`config.mk`:
```
export PLATFORM = sky130hd
export DESIGN_NAME = banked_pmap
export DESIGN_NICKNAME = d
export VERILOG_FILES = /design/src/rtl/pmap_pkg.sv /design/src/rtl/pmap_page_reg.sv /design/src/rtl/pmap_xlate.sv /design/src/rtl/pmap_region.sv /design/src/rtl/banked_pmap.sv
export SDC_FILE = /design/constraint.sdc
export NUM_CORES = 1
export LEC_CHECK = 0
export ABC_AREA = 1
export CAP_MARGIN = 30
export CORE_MARGIN = 4
export CORE_UTILIZATION = 28
export DETAILED_ROUTE_END_ITERATION = 6
export PLACE_DENSITY = 0.85
export SYNTH_ARGS = -nofsm -noshare
export SYNTH_HDL_FRONTEND = slang
export SYNTH_SLANG_ARGS = --single-unit
```
`constraint.sdc`:
```
create_clock -name clk -period 2.7 [get_ports clk]
set_input_delay 0.54 -clock clk [delete_from_list [all_inputs] [get_ports clk]]
set_output_delay 0.54 -clock clk [all_outputs]
set_load 0.02 [all_outputs]
```
`src/rtl/pmap_pkg.sv`:
```
package pmap_pkg;
  localparam int PAGE_W      = 2;
  localparam int OFS_W       = 11;
  localparam int PC_W        = OFS_W + 1;
  localparam int PHYS_W      = PAGE_W + OFS_W;
  localparam int NUM_PAGES   = 1 << PAGE_W;
  localparam int SLOT_W      = 2;
  localparam logic [PAGE_W-1:0] STATIC_PAGE = PAGE_W'(1);

  // offsets inside the fixed bank
  localparam logic [OFS_W-1:0] FIX_RSV_LO  = OFS_W'('h7A0);
  localparam logic [OFS_W-1:0] FIX_RSV_HI  = OFS_W'('h7EF);
  localparam logic [OFS_W-1:0] IRQ_LO      = OFS_W'('h7F0);
  localparam logic [OFS_W-1:0] IRQ_HI      = OFS_W'('h7F7);
  localparam logic [OFS_W-1:0] GAP_LO      = OFS_W'('h7F8);
  localparam logic [OFS_W-1:0] GAP_HI      = OFS_W'('h7FB);
  localparam logic [OFS_W-1:0] NMI_LO      = OFS_W'('h7FC);
  localparam logic [OFS_W-1:0] NMI_HI      = OFS_W'('h7FD);
  localparam logic [OFS_W-1:0] RST_LO      = OFS_W'('h7FE);

  typedef enum logic [2:0] {
    RG_USER, RG_RSVD, RG_IRQV, RG_NMIV, RG_RSTV
  } region_e;

  // bank used for a fetch
  function automatic logic [PAGE_W-1:0] pm_pick_page(
    input logic hi_bit, input logic [PAGE_W-1:0] bank_q);
    return hi_bit ? STATIC_PAGE : bank_q;
  endfunction

  // size of the reserved area at the bottom of a bank (0 = none)
  function automatic logic [OFS_W:0] pm_low_rsvd_len(input int unsigned page);
    case (page)
      0:       return (OFS_W+1)'('h80);
      1:       return '0;
      default: return (OFS_W+1)'('h10);
    endcase
  endfunction

  function automatic logic pm_in(input logic [OFS_W-1:0] v,
                                 input logic [OFS_W-1:0] lo,
                                 input logic [OFS_W-1:0] hi);
    return (v >= lo) && (v <= hi);
  endfunction

  // classification inside the fixed bank
  function automatic region_e pm_fixed_region(input logic [OFS_W-1:0] ofs);
    if (pm_in(ofs, IRQ_LO, IRQ_HI))          return RG_IRQV;
    else if (pm_in(ofs, NMI_LO, NMI_HI))     return RG_NMIV;
    else if (ofs >= RST_LO)                  return RG_RSTV;
    else if (pm_in(ofs, FIX_RSV_LO, FIX_RSV_HI) ||
             pm_in(ofs, GAP_LO, GAP_HI))     return RG_RSVD;
    else                                     return RG_USER;
  endfunction
endpackage

```
`src/rtl/pmap_page_reg.sv`:
```
module pmap_page_reg
  import pmap_pkg::*;
#(
  parameter int DADDR_W = 8,
  parameter int DATA_W  = 8,
  parameter logic [DADDR_W-1:0] PAGE_ADDR    = DADDR_W'('hCA),
  parameter logic [PAGE_W-1:0]  PAGE_RST_VAL = PAGE_W'(1)
) (
  input  logic               clk,
  input  logic               rst_n,
  input  logic [DADDR_W-1:0] wr_addr,
  input  logic [DATA_W-1:0]  wr_data,
  input  logic               wr_en,
  output logic [PAGE_W-1:0]  bank_q,
  output logic               wr_hit
);
  localparam int JUNK_W = DATA_W - PAGE_W;

  logic [JUNK_W-1:0] unused_junk;
  assign unused_junk = wr_data[DATA_W-1:PAGE_W];

  assign wr_hit = wr_en && (wr_addr == PAGE_ADDR);

  always_ff @(posedge clk) begin
    if (!rst_n)      bank_q <= PAGE_RST_VAL;
    else if (wr_hit) bank_q <= wr_data[PAGE_W-1:0];
  end


  bank_load_chk: assert property (@(posedge clk) disable iff (!rst_n)
    (wr_en && wr_addr == PAGE_ADDR) |=> bank_q == $past(wr_data[PAGE_W-1:0]));


  bank_hold_chk: assert property (@(posedge clk) disable iff (!rst_n)
    !(wr_en && wr_addr == PAGE_ADDR) |=> $stable(bank_q));
endmodule

```
`src/rtl/pmap_xlate.sv`:
```
module pmap_xlate
  import pmap_pkg::*;
(
  input  logic              clk,
  input  logic              rst_n,
  input  logic [PC_W-1:0]   pc,
  input  logic [PAGE_W-1:0] bank_q,
  output logic [PAGE_W-1:0] sel_page,
  output logic [OFS_W-1:0]  sel_ofs,
  output logic              fixed_forced,
  output logic [PHYS_W-1:0] phys
);
  assign fixed_forced = pc[PC_W-1];
  assign sel_ofs      = pc[OFS_W-1:0];
  assign sel_page     = pm_pick_page(fixed_forced, bank_q);
  assign phys         = {sel_page, sel_ofs};


  fixed_half_chk: assert property (@(posedge clk) disable iff (!rst_n)
    pc[PC_W-1] |-> phys[PHYS_W-1 -: PAGE_W] == STATIC_PAGE);


  window_half_chk: assert property (@(posedge clk) disable iff (!rst_n)
    !pc[PC_W-1] |-> phys[PHYS_W-1 -: PAGE_W] == bank_q);


  offset_pass_chk: assert property (@(posedge clk) disable iff (!rst_n)
    phys[OFS_W-1:0] == pc[OFS_W-1:0]);
endmodule

```
`src/rtl/pmap_region.sv`:
```
module pmap_region
  import pmap_pkg::*;
(
  input  logic              clk,
  input  logic              rst_n,
  input  logic [PAGE_W-1:0] sel_page,
  input  logic [OFS_W-1:0]  sel_ofs,
  output logic              vec_irq,
  output logic [SLOT_W-1:0] vec_slot,
  output logic              vec_nmi,
  output logic              vec_rst,
  output logic              rsvd_hit
);
  logic [NUM_PAGES-1:0] low_rsvd;
  region_e fixed_rg;
  logic    in_fixed;

  // per-bank reserved area at offset zero
  for (genvar g = 0; g < NUM_PAGES; g++) begin : g_low
    localparam logic [OFS_W:0] LEN = pm_low_rsvd_len(g);
    assign low_rsvd[g] = (sel_page == PAGE_W'(g)) &&
                         ({1'b0, sel_ofs} < LEN);
  end

  assign in_fixed = (sel_page == STATIC_PAGE);
  assign fixed_rg = pm_fixed_region(sel_ofs);

  always_comb begin
    vec_irq  = in_fixed && (fixed_rg == RG_IRQV);
    vec_nmi  = in_fixed && (fixed_rg == RG_NMIV);
    vec_rst  = in_fixed && (fixed_rg == RG_RSTV);
    rsvd_hit = (in_fixed && (fixed_rg == RG_RSVD)) || (|low_rsvd);
    vec_slot = vec_irq ? sel_ofs[SLOT_W:1] : '0;
  end


  one_class_chk: assert property (@(posedge clk) disable iff (!rst_n)
    $onehot0({vec_irq, vec_nmi, vec_rst, rsvd_hit}));


  vec_bank_chk: assert property (@(posedge clk) disable iff (!rst_n)
    (vec_irq || vec_nmi || vec_rst) |-> sel_page == STATIC_PAGE);


  slot_idle_chk: assert property (@(posedge clk) disable iff (!rst_n)
    !vec_irq |-> vec_slot == '0);
endmodule

```
`src/rtl/banked_pmap.sv`:
```
module banked_pmap
  import pmap_pkg::*;
#(
  parameter int DADDR_W = 8,
  parameter int DATA_W  = 8,
  parameter logic [DADDR_W-1:0] PAGE_ADDR    = DADDR_W'('hCA),
  parameter logic [PAGE_W-1:0]  PAGE_RST_VAL = PAGE_W'(1)
) (
  input  logic               clk,
  input  logic               rst_n,
  input  logic [DADDR_W-1:0] dwr_addr,
  input  logic [DATA_W-1:0]  dwr_data,
  input  logic               dwr_en,
  input  logic [PC_W-1:0]    pc,
  output logic [PHYS_W-1:0]  phys_addr,
  output logic               vec_irq,
  output logic [SLOT_W-1:0]  vec_slot,
  output logic               vec_nmi,
  output logic               vec_rst,
  output logic               rsvd_hit
);
  logic [PAGE_W-1:0] bank_q;
  logic              wr_hit;
  logic [PAGE_W-1:0] sel_page;
  logic [OFS_W-1:0]  sel_ofs;
  logic              fixed_forced;
  logic              unused_evt;

  assign unused_evt = wr_hit ^ fixed_forced;

  pmap_page_reg #(
    .DADDR_W(DADDR_W), .DATA_W(DATA_W),
    .PAGE_ADDR(PAGE_ADDR), .PAGE_RST_VAL(PAGE_RST_VAL)
  ) bank_i (
    .clk(clk), .rst_n(rst_n),
    .wr_addr(dwr_addr), .wr_data(dwr_data), .wr_en(dwr_en),
    .bank_q(bank_q), .wr_hit(wr_hit)
  );

  pmap_xlate xl_i (
    .clk(clk), .rst_n(rst_n), .pc(pc), .bank_q(bank_q),
    .sel_page(sel_page), .sel_ofs(sel_ofs),
    .fixed_forced(fixed_forced), .phys(phys_addr)
  );

  pmap_region rg_i (
    .clk(clk), .rst_n(rst_n), .sel_page(sel_page), .sel_ofs(sel_ofs),
    .vec_irq(vec_irq), .vec_slot(vec_slot), .vec_nmi(vec_nmi),
    .vec_rst(vec_rst), .rsvd_hit(rsvd_hit)
  );


  reset_bank_chk: assert property (@(posedge clk)
    (!rst_n && !pc[PC_W-1]) |=> ($past(!rst_n) && !pc[PC_W-1] && !$past(dwr_en) && rst_n)
      |-> phys_addr[PHYS_W-1 -: PAGE_W] == PAGE_RST_VAL || $past(dwr_en));
endmodule

```
Word-level counts from Yosys, hierarchy flattened

Cells that the tools add are included.

Bits in registers: 2
Input bits: 31
Output and inout port bits: 19
Word-level logic and storage cells: 42

Magnitude comparators: 11
Eq/ne operators: 8
Mux-type cells: 6
Reductions and logical operators: 16

Operators by type and width:

| cell                                                                           | number |
|---|---|
| 11-bit >= comparator (second input constant)                                   | 5 |
| 11-bit <= comparator (second input constant)                                   | 4 |
| 1-bit logical AND                                                              | 12 |
| 11-bit by 5-bit less-than comparator with 1-bit output (second input constant) | 1 |
| 11-bit by 8-bit less-than comparator with 1-bit output (second input constant) | 1 |
| 3-bit two-way mux                                                              | 3 |
| 8-bit equality test (second input constant)                                    | 1 |
| 3-bit by 2-bit equality test with 1-bit output (second input constant)         | 2 |
| 2-bit equality test (second input constant)                                    | 2 |
| 2-bit two-way mux                                                              | 2 |
| 3-bit by 1-bit equality test with 1-bit output (second input constant)         | 1 |
| 3-bit equality test (second input constant)                                    | 1 |
| 3-bit OR reduction                                                             | 1 |
| 2-bit by 1-bit equality test with 1-bit output (second input constant)         | 1 |
| 2-bit logical NOT                                                              | 1 |
| 1-bit logical OR                                                               | 2 |
| 1-bit two-way mux                                                              | 1 |

Longest topological paths before layout

Gate-level depths: netlist (run 1).

Depth after elaboration: 10
Depth in mapped cells: 7
Mapped depth without buffers: 7

Hierarchy

A second synthesis (run 1) with hierarchy kept.

Cells, all modules: 100
Area, all modules: 569.3 sq um

By module, submodules not included:

| module        | times used | cells each | area each (sq um) | seq. area each (sq um) |
|---|---|---|---|---|
| pmap_xlate    | 1          | 30         | 206.4             | 0.0 |
| pmap_region   | 1          | 43         | 195.2             | 0.0 |
| pmap_page_reg | 1          | 27         | 167.7             | 40.0 |

Worst setup path before layout (run 1)

OpenSTA, ideal clock, no wires.

Path type: input port to output port
From: input port pc[4]
To: output port vec_slot[0]
Data arrival time: 1.356 ns
Required time: 2.160 ns
Setup slack: 0.804 ns
Cell stages on the path: 6
Buffers on the path: 0
Cell sequence: inv_1 -> nor2_4 -> nand3_2 -> nor2_4 -> inv_2 -> nor2_1

Word-level cells in the longest chain between the ends: 10
Elaborated cells between the ends (all ways): 21
Classes of those cells: order compare (9); eq/ne (1); mux (5); reduce/logical (6)

RTL lines:

| what                                                         | line              | source |
|---|---|---|
| from (decl)                                                  | banked_pmap.sv:14 | `input logic [PC_W-1:0] pc,` |
| 11-bit >= comparator or 11-bit <= comparator (tied branches) | pmap_pkg.sv:43    | `return (v >= lo) && (v <= hi);` |
| 1-bit logical AND                                            | pmap_pkg.sv:43    |  |
| 1-bit logical OR                                             | pmap_pkg.sv:51    | `else if (pm_in(ofs, FIX_RSV_LO, FIX_RSV_HI) \|\|` |
| 1-bit two-way mux                                            | pmap_pkg.sv:51    |  |
| 3-bit two-way mux                                            | pmap_pkg.sv:50    | `else if (ofs >= RST_LO) return RG_RSTV;` |
| 3-bit two-way mux                                            | pmap_pkg.sv:49    | `else if (pm_in(ofs, NMI_LO, NMI_HI)) return RG_NMIV;` |
| 3-bit two-way mux (*)                                        | pmap_pkg.sv:48    | `if (pm_in(ofs, IRQ_LO, IRQ_HI)) return RG_IRQV;` |
| 3-bit by 2-bit equality test with 1-bit output (*)           | pmap_region.sv:29 | `vec_irq = in_fixed && (fixed_rg == RG_IRQV);` |
| 1-bit logical AND (*)                                        | pmap_region.sv:29 |  |
| net vec_irq                                                  | banked_pmap.sv:16 | `output logic vec_irq,` |
| 2-bit two-way mux (*)                                        | pmap_region.sv:33 | `vec_slot = vec_irq ? sel_ofs[SLOT_W:1] : '0;` |
| to (decl)                                                    | banked_pmap.sv:17 | `output logic [SLOT_W-1:0] vec_slot,` |

Mark *: on every way through the listed nets, which the timed path passes. The rest lies on a longest branch.

Worst setup path after layout (run 1)

From: input port pc[8]
To: output port vec_rst

Word-level cells in the longest chain between the ends: 9
Elaborated cells between the ends (all ways): 20
Classes of those cells: order compare (9); eq/ne (1); mux (4); reduce/logical (6)

RTL lines:

| what                                                         | line              | source |
|---|---|---|
| 11-bit >= comparator or 11-bit <= comparator (tied branches) | pmap_pkg.sv:43    |  |
| 1-bit logical AND                                            | pmap_pkg.sv:43    |  |
| 1-bit logical OR                                             | pmap_pkg.sv:51    |  |
| 1-bit two-way mux                                            | pmap_pkg.sv:51    |  |
| 3-bit two-way mux                                            | pmap_pkg.sv:50    |  |
| 3-bit two-way mux                                            | pmap_pkg.sv:49    |  |
| 3-bit two-way mux (*)                                        | pmap_pkg.sv:48    |  |
| 3-bit equality test (*)                                      | pmap_region.sv:31 | `vec_rst = in_fixed && (fixed_rg == RG_RSTV);` |
| 1-bit logical AND (*)                                        | pmap_region.sv:31 |  |
| to (decl)                                                    | banked_pmap.sv:19 | `output logic vec_rst,` |

Mark *: on every way between the ends. The rest lies on a longest branch, timed or not.

==> summary.md, run 1 <==
| Metric | Value |
|---|---|
| Status | finished, final reports clean |
| Worst hold slack | 0.4781 ns |
| Area growth syn-to-layout | 98.80% |
| Total power | between 150 and 200 µW |
| Final min period | around 2.5 ns |
| Die ar. | 2169 µm² |
| Hold depth | 2 |
| RePlAce Congestion | 0.6432 |
| Mean post-synth cell area | 5.708 µm² |
| Initial antenna violation count | 0 |
| Rows | 13 |
| Vias in the first global route | 534 |
| Worst Hold Class | register to register |
| Post-synth EDFFs | 0 |
| HPWL Detailed | 1149 µm |
| Initial Utilization | 30.86% |
| Gr usage total | about an eighth |
| WL/cell | 9.835 µm |
| First-pass GRT wire length | between 1500 and 2000 µm |
| Worst Path Buf+Inv | 2 |
| Worst-Skew Late Latency | 0.22 ns |
| Hold path start | bank_i.bank_q[0]$_SDFFE_PN1P_ |
| Ant diodes | 0 |
| Reg2reg end | bank_i.bank_q[1]$_SDFFE_PN0P_ |
| P_leak | 0.0004168 µW |
| Crit Path Category | primary input to primary output |
| PortBufs | 43 |
| Layout cells sized above 1 | between 10% and 20% |
| TNS Setup | 0 ns |
| Max-Cap Viols | 0 |
| Remaining DRCs | 0 |
| Max reg flops | 2 |
| CTS buffer count | 3 |
| Post-DR vias/cell | around 4.3 |
| Post-synth top cells | inv_1, nand2_1, buf_4, nor2_1, nand3_1 |
| Arrival @ worst endpoint | around 2.0 ns |
| CTS root buffer | clkbuf_4 |
| Worst reg-to-reg setup slack | 2.12 ns |
| Ys Warns | 0 |
| Iteration-0 DRC Markers | 5 |
| Top FF cell, synth | dfxtp_1 |
| CP Launch Point | pc[8] |
| Via count | ~550 |
| Pin count of the biggest net entering global routing | 6 |
| Largest Register | bank_i.bank_q |
| IO Count | 50 |
| Final Max Tran Viols | 0 |
| Crit end category | primary output |
| Fin area | between 800 and 900 µm² |
| Clk slew on worst S/H paths | 0.03 ns |
| Slew @ Worst Pin | 0.2458 ns |
| Syn Std Cell Area | 416.7 µm² |
| Peak VDD IR | 0.2239 mV |
| Max FO, Critical Path | 4 |
| Worst Hold Path EP | bank_i.bank_q[0]$_SDFFE_PN1P_ |
| Cells along the critical path | clkdlybuf4s50_1 -> nand2_2 -> nor2_4 -> nand4_2 -> nand3_2 -> nand2_1 -> nor2_1 -> dlygate4sd2_1 |
| Register area share after synthesis | 9.610% |
| CTS max path bufs | 2 |
| Yosys top cell area share | 19.82% |
| Num Clock Sinks | 2 |
| Top cells by area, synth | buf_4, inv_1, nand2_1 |
| Synthesized instance count | 73 |
| Final setup viols | 0 |
| GRT overflow | 0 |
| Fraction of registers with async set or reset after synthesis | 0% |
| DR pass1 iterations | 3 |
| Antenna-violating nets left | 0 |
| Die Wd | 46.58 µm |
| Slowest stage delay, CP | 0.54 ns |
| Nets | 145 |
| Core area | 1350 µm² |
| Largest regs | bank_i.bank_q: 2 flops |
| Worst r2r src | bank_i.bank_q[1]$_SDFFE_PN0P_ |
| Crit-path slowest cell | clkdlybuf4s50_1 |
| Synth Net Count | 104 |
| Final Cycle Share | 93.87% |
| Fmax | 394.5 MHz |
| #FFs+latches synth | 2 |
| Routed Wire Length | 1249 µm |
| Yosys top cell by area | buf_4 |
| WP data required | 2.16 ns |
| CTS tree | yes |
| Crit-path leading delay family | buffers and inverters |
| DP Area | just over 800 µm² |
| Relative slew slack | between 80% and 90% |
| Post-synth cell types | 16 |
| FF-to-FF path depth | 2 |
| RSZ-0062 raised after global routing | false |
| CP Launch Type | primary input |
| Htree depth | 1 |
| Power Dens Cells | between 200 and 250 nW/µm² |
| Final Hold Violating Endpoints | 0 |
| Clock Skew | 0 ns |
| Die Ht | 46.58 µm |
-- how the worst max path moves through the flow --
stage                  endpoint  cells after the start
floorplan           vec_slot[0]                      6
global placement        vec_rst                      8
detailed placement      vec_rst                      8
CTS                     vec_rst                      8
global route            vec_rst                      8
finish                  vec_rst                      8
-- layout by cell type, fill, tap and decap left out --
cell type | synthesis | routed
inv_2 | 2 | 2
nand3b_1 | 1 | 1
dfxtp_1 | 2 | 2
nand2_1 | 13 | 13
nand3_2 | 2 | 2
nor4_1 | 1 | 1
nor2_4 | 3 | 3
nor3_1 | 1 | 1
o21ai_0 | 3 | 3
dlygate4sd2_1 | 0 | 6
nand3_1 | 6 | 6
clkbuf_4 | 0 | 3
buf_4 | 11 | 4
nand2_2 | 2 | 2
o21ai_1 | 1 | 1
inv_1 | 13 | 13
nand4_2 | 1 | 1
nor2_1 | 11 | 11
clkdlybuf4s50_1 | 0 | 37
-- tightest hold or removal path: stages (launching register included) --
cell	delay (ns)
dfxtp_1	0.32
nand2_1	0.06
nand3_1	0.07
-- cell families after synthesis --
kind of cell | count (synthesis) | synth area share [%]
buffers and inverters | 26 | 33.33
AND/OR/NAND/NOR | 41 | 52.25
AO/OA/AOI/OAI | 4 | 4.803
flip-flops | 2 | 9.610
-- cell type report --
type	count	area (µm²)
tap	15	18.77
timing repair buffer	47	452.9
sequential	2	40.04
multi-input combinational	45	237.7
clock buffer	3	22.52
inverter	15	56.30
fill	143	521.8
-- metal layers --
layer / track usage [%] / wire, µm / part of all wire [%] / up-vias
li1: - / - / - / 292
met1: 9.817 / 395 / 32 / 228
met2: 25.55 / 663 / 53 / 27
met3: 5.469 / 179 / 14 / 2
met4: 3.409 / 10 / 0.80 / 0
met5: 0 / 0 / 0 / -
-- where the power goes --
group	total [µW]	internal, µW	leakage (µW)	switching, µW
sequential	29.9	29.9	0.0000162	0.0373
clock	63.4	48.8	0.0000138	14.6
combinational	88.8	53.6	0.000387	35.2
total	182	132	0.000417	49.8
-- stage by stage --
stage,util [%],setup slack [ns],instances
final,61.35,0.1654,127
after global routing,61.35,0.01841,127
after CTS,61.35,0.1443,127
after detailed placement,60.24,-0.1131,124
after global placement,60.24,-0.1008,124
after floorplan,-,0.8036,73
-- repair_timing --
action,CTS,global route
setup buffers,0,0
resized for setup,6,0
hold buffers,0,0
setup endpoints to repair,6,0
(Power assumes the default switching activity.)
==> run 2: changes to the inputs <==
CAP_MARGIN = 10   (was 30)
CTS_CLUSTER_SIZE = 40   (was unset)
==> results of run 2 <==
Final layout, timing and power as in run 1 (identical DEF).
==> run 3: changes to the inputs <==
CORE_UTILIZATION = 29   (was 28)
CTS_BUF_LIST = sky130_fd_sc_hd__clkbuf_8   (was unset)
PLACE_DENSITY = 0.87   (was 0.85)
==> run 3 against run 2 <==
Compared with the run above:
- total power is 31% higher
- combinational power hardly changed
- critical path type unchanged
- global-route usage increased by 0.41 points
- sequential share of layout area shrank 0.11 points
- die area down 2.9%
==> summary.md, run 3 (synthesis results as in run 1) <==
| Metric | Value |
|---|---|
| Largest regs | bank_i.bank_q: 2 flops |
| Worst Hold Class | register to register |
| Num Clock Sinks | 2 |
| GRT overflow | 0 |
| Post-Layout Cell Count | between 100 and 150 |
| Clk slew on worst S/H paths | 0.03 ns |
| Die ar. | 2107 µm² |
| HPWL Detailed | 1091 µm |
| Clk pwr share | 50.5% |
| Fin area | 847.1 µm² |
| Pre-CTS WS | -0.1137 ns |
| Initial Utilization | 31.24% |
| Worst Slack Setup Final | ~0.17 ns |
| CTS buffer count | 3 |
| Rows | 13 |
| CTS max path bufs | 2 |
| Max reg flops | 2 |
| Post-DR vias/cell | around 4.3 |
| DP Area | 813.3 µm² |
| PortBufs | 43 |
| Final setup viols | 0 |
| Crit-path slowest cell | clkdlybuf4s50_1 |
| WL/cell | 9.677 µm |
| Hold Buf Count CTS | 0 |
| Clock Skew | 0 ns |
| Ant diodes | 0 |
| IO Count | 50 |
| WP data required | 2.16 ns |
| Peak VDD IR | around 0.23 mV |
| CP Launch Type | primary input |
| Worst Path Buf+Inv | 2 |
| Dpl cells | 124 |
| Final Cycle Share | around 94% |
| Antenna-violating nets left | 0 |
| Remaining DRCs | 0 |
| Crit-path leading delay family | buffers and inverters |
| Final Hold Violating Endpoints | 0 |
| RSZ-0062 raised after global routing | false |
| Arrival @ worst endpoint | 1.99 ns |
| Most common cell after layout, fill and taps aside | clkdlybuf4s50_1 |
| Routed Wire Length | roughly 1200 µm |
| Pin count of the biggest net entering global routing | 6 |
| Crit end category | primary output |
| Gr usage total | 12.70% |
| Worst-Skew Late Latency | approximately 0.21 ns |
| Combinational share of power | 37.0% |
| Fmax | 395.6 MHz |
| Htree depth | 1 |
| Sw frac | 25.65% |
| Slowest stage delay, CP | ~0.53 ns |
| Nets | 145 |
| Core area | between 1000 and 1500 µm² |
| RePlAce Congestion | 0.6543 |
| Max-Cap Viols | 0 |
| Crit Path Category | primary input to primary output |
| Final Max Tran Viols | 0 |
| Die Ht | 45.91 µm |
| Status | finished, final reports clean |
| Initial antenna violation count | 0 |
| Vias in the first global route | 497 |
| Slew @ Worst Pin | approximately 0.23 ns |
| Net Sw Power | approximately 61 µW |
| Area growth syn-to-layout | 103.3% |
| Final min period | 2.528 ns |
| Largest Register | bank_i.bank_q |
| Cells along the critical path | clkdlybuf4s50_1 -> nand2_2 -> nor2_4 -> nand4_2 -> nand3_2 -> nand2_1 -> nor2_1 -> dlygate4sd2_1 |
| CTS root buffer | clkbuf_8 |
| P_leak | 0.0004246 µW |
| Relative slew slack | 84.85% |
| Max FO, Critical Path | 4 |
| CTS tree | yes |
| Pint | 178.0 µW |
| Worst reg-to-reg setup slack | 2.14 ns |
| Fin util | 63.51% |
| DR pass1 iterations | 2 |
| Via count | 545 |
| Iteration-0 DRC Markers | 2 |
| Reg power frac | 12.5% |
| Power Dens Cells | 282.6 nW/µm² |
| Die Wd | between 40 and 50 µm |
| First-pass GRT wire length | 1835 µm |
| Commonest cells after routing, fill and taps aside | clkdlybuf4s50_1, inv_1, nand2_1 |
| Total power | ~240 µW |
| Layout cells sized above 1 | between 10% and 20% |
[run 3: cell counts in the layout (fill, tap and decap cells not counted)]
No cell type changed its count.
[run 3: path summary, 6_finish.rpt]
kind | startpoint | to | cells past startpoint
min | bank_i.bank_q[0]$_SDFFE_PN1P_ | bank_i.bank_q[0]$_SDFFE_PN1P_ | 2
max | pc[8] | vec_rst | 8
max reg2reg | bank_i.bank_q[1]$_SDFFE_PN0P_ | bank_i.bank_q[1]$_SDFFE_PN0P_ | 2
min reg2reg | bank_i.bank_q[0]$_SDFFE_PN1P_ | bank_i.bank_q[0]$_SDFFE_PN1P_ | 2
[run 3: area by class of cell]
type,count,area [µm²]
multi-input cells,45,237.7
well taps,15,18.77
clock buffers,3,41.29
repair buffers,47,452.9
inverters,15,56.30
fillers,138,486.7
flip-flops and latches,2,40.04
[run 3: worst reg2reg max path: stages, from the launching register on]
cell     delay [ns]
dfxtp_1        0.31
nor2_1         0.10
nor2_1         0.05
[run 3: metrics by stage]
stage	hold WS, ns	setup TNS (ns)
finish	0.4766	0
global route	0.5114	0
CTS	0.4845	0
detailed placement	0.4743	-0.4505
global placement	0.4610	-0.3892
floorplan	0.4420	0
[run 3: power by group through the flow]
| stage | logic, µW | registers [µW] | clock network [µW] |
|---|---|---|---|
| finish | 88.6 | 29.9 | 121 |
| global route | 95.1 | 29.9 | 128 |
| CTS | 89.6 | 29.9 | 125 |
| detailed placement | 89.7 | 30.3 | 0 |
| global placement | 88.0 | 30.3 | 0 |
| floorplan | 38.1 | 30.3 | 0 |
[run 3: repair_timing]
action	4_1_cts	5_1_grt
endpoints found under the setup margin	6	0
buffers inserted	0	0
resized for setup	6	0
[run 3: routing by layer]
metal | vias up | part of all wire, % | GRT usage (%)
met1 | 221 | 30 | 9.722
li1 | 292 | - | -
met2 | 28 | 53 | 23.35
met4 | 0 | 3.0 | 10.23
met3 | 4 | 14 | 5.929
met5 | - | 0 | 0
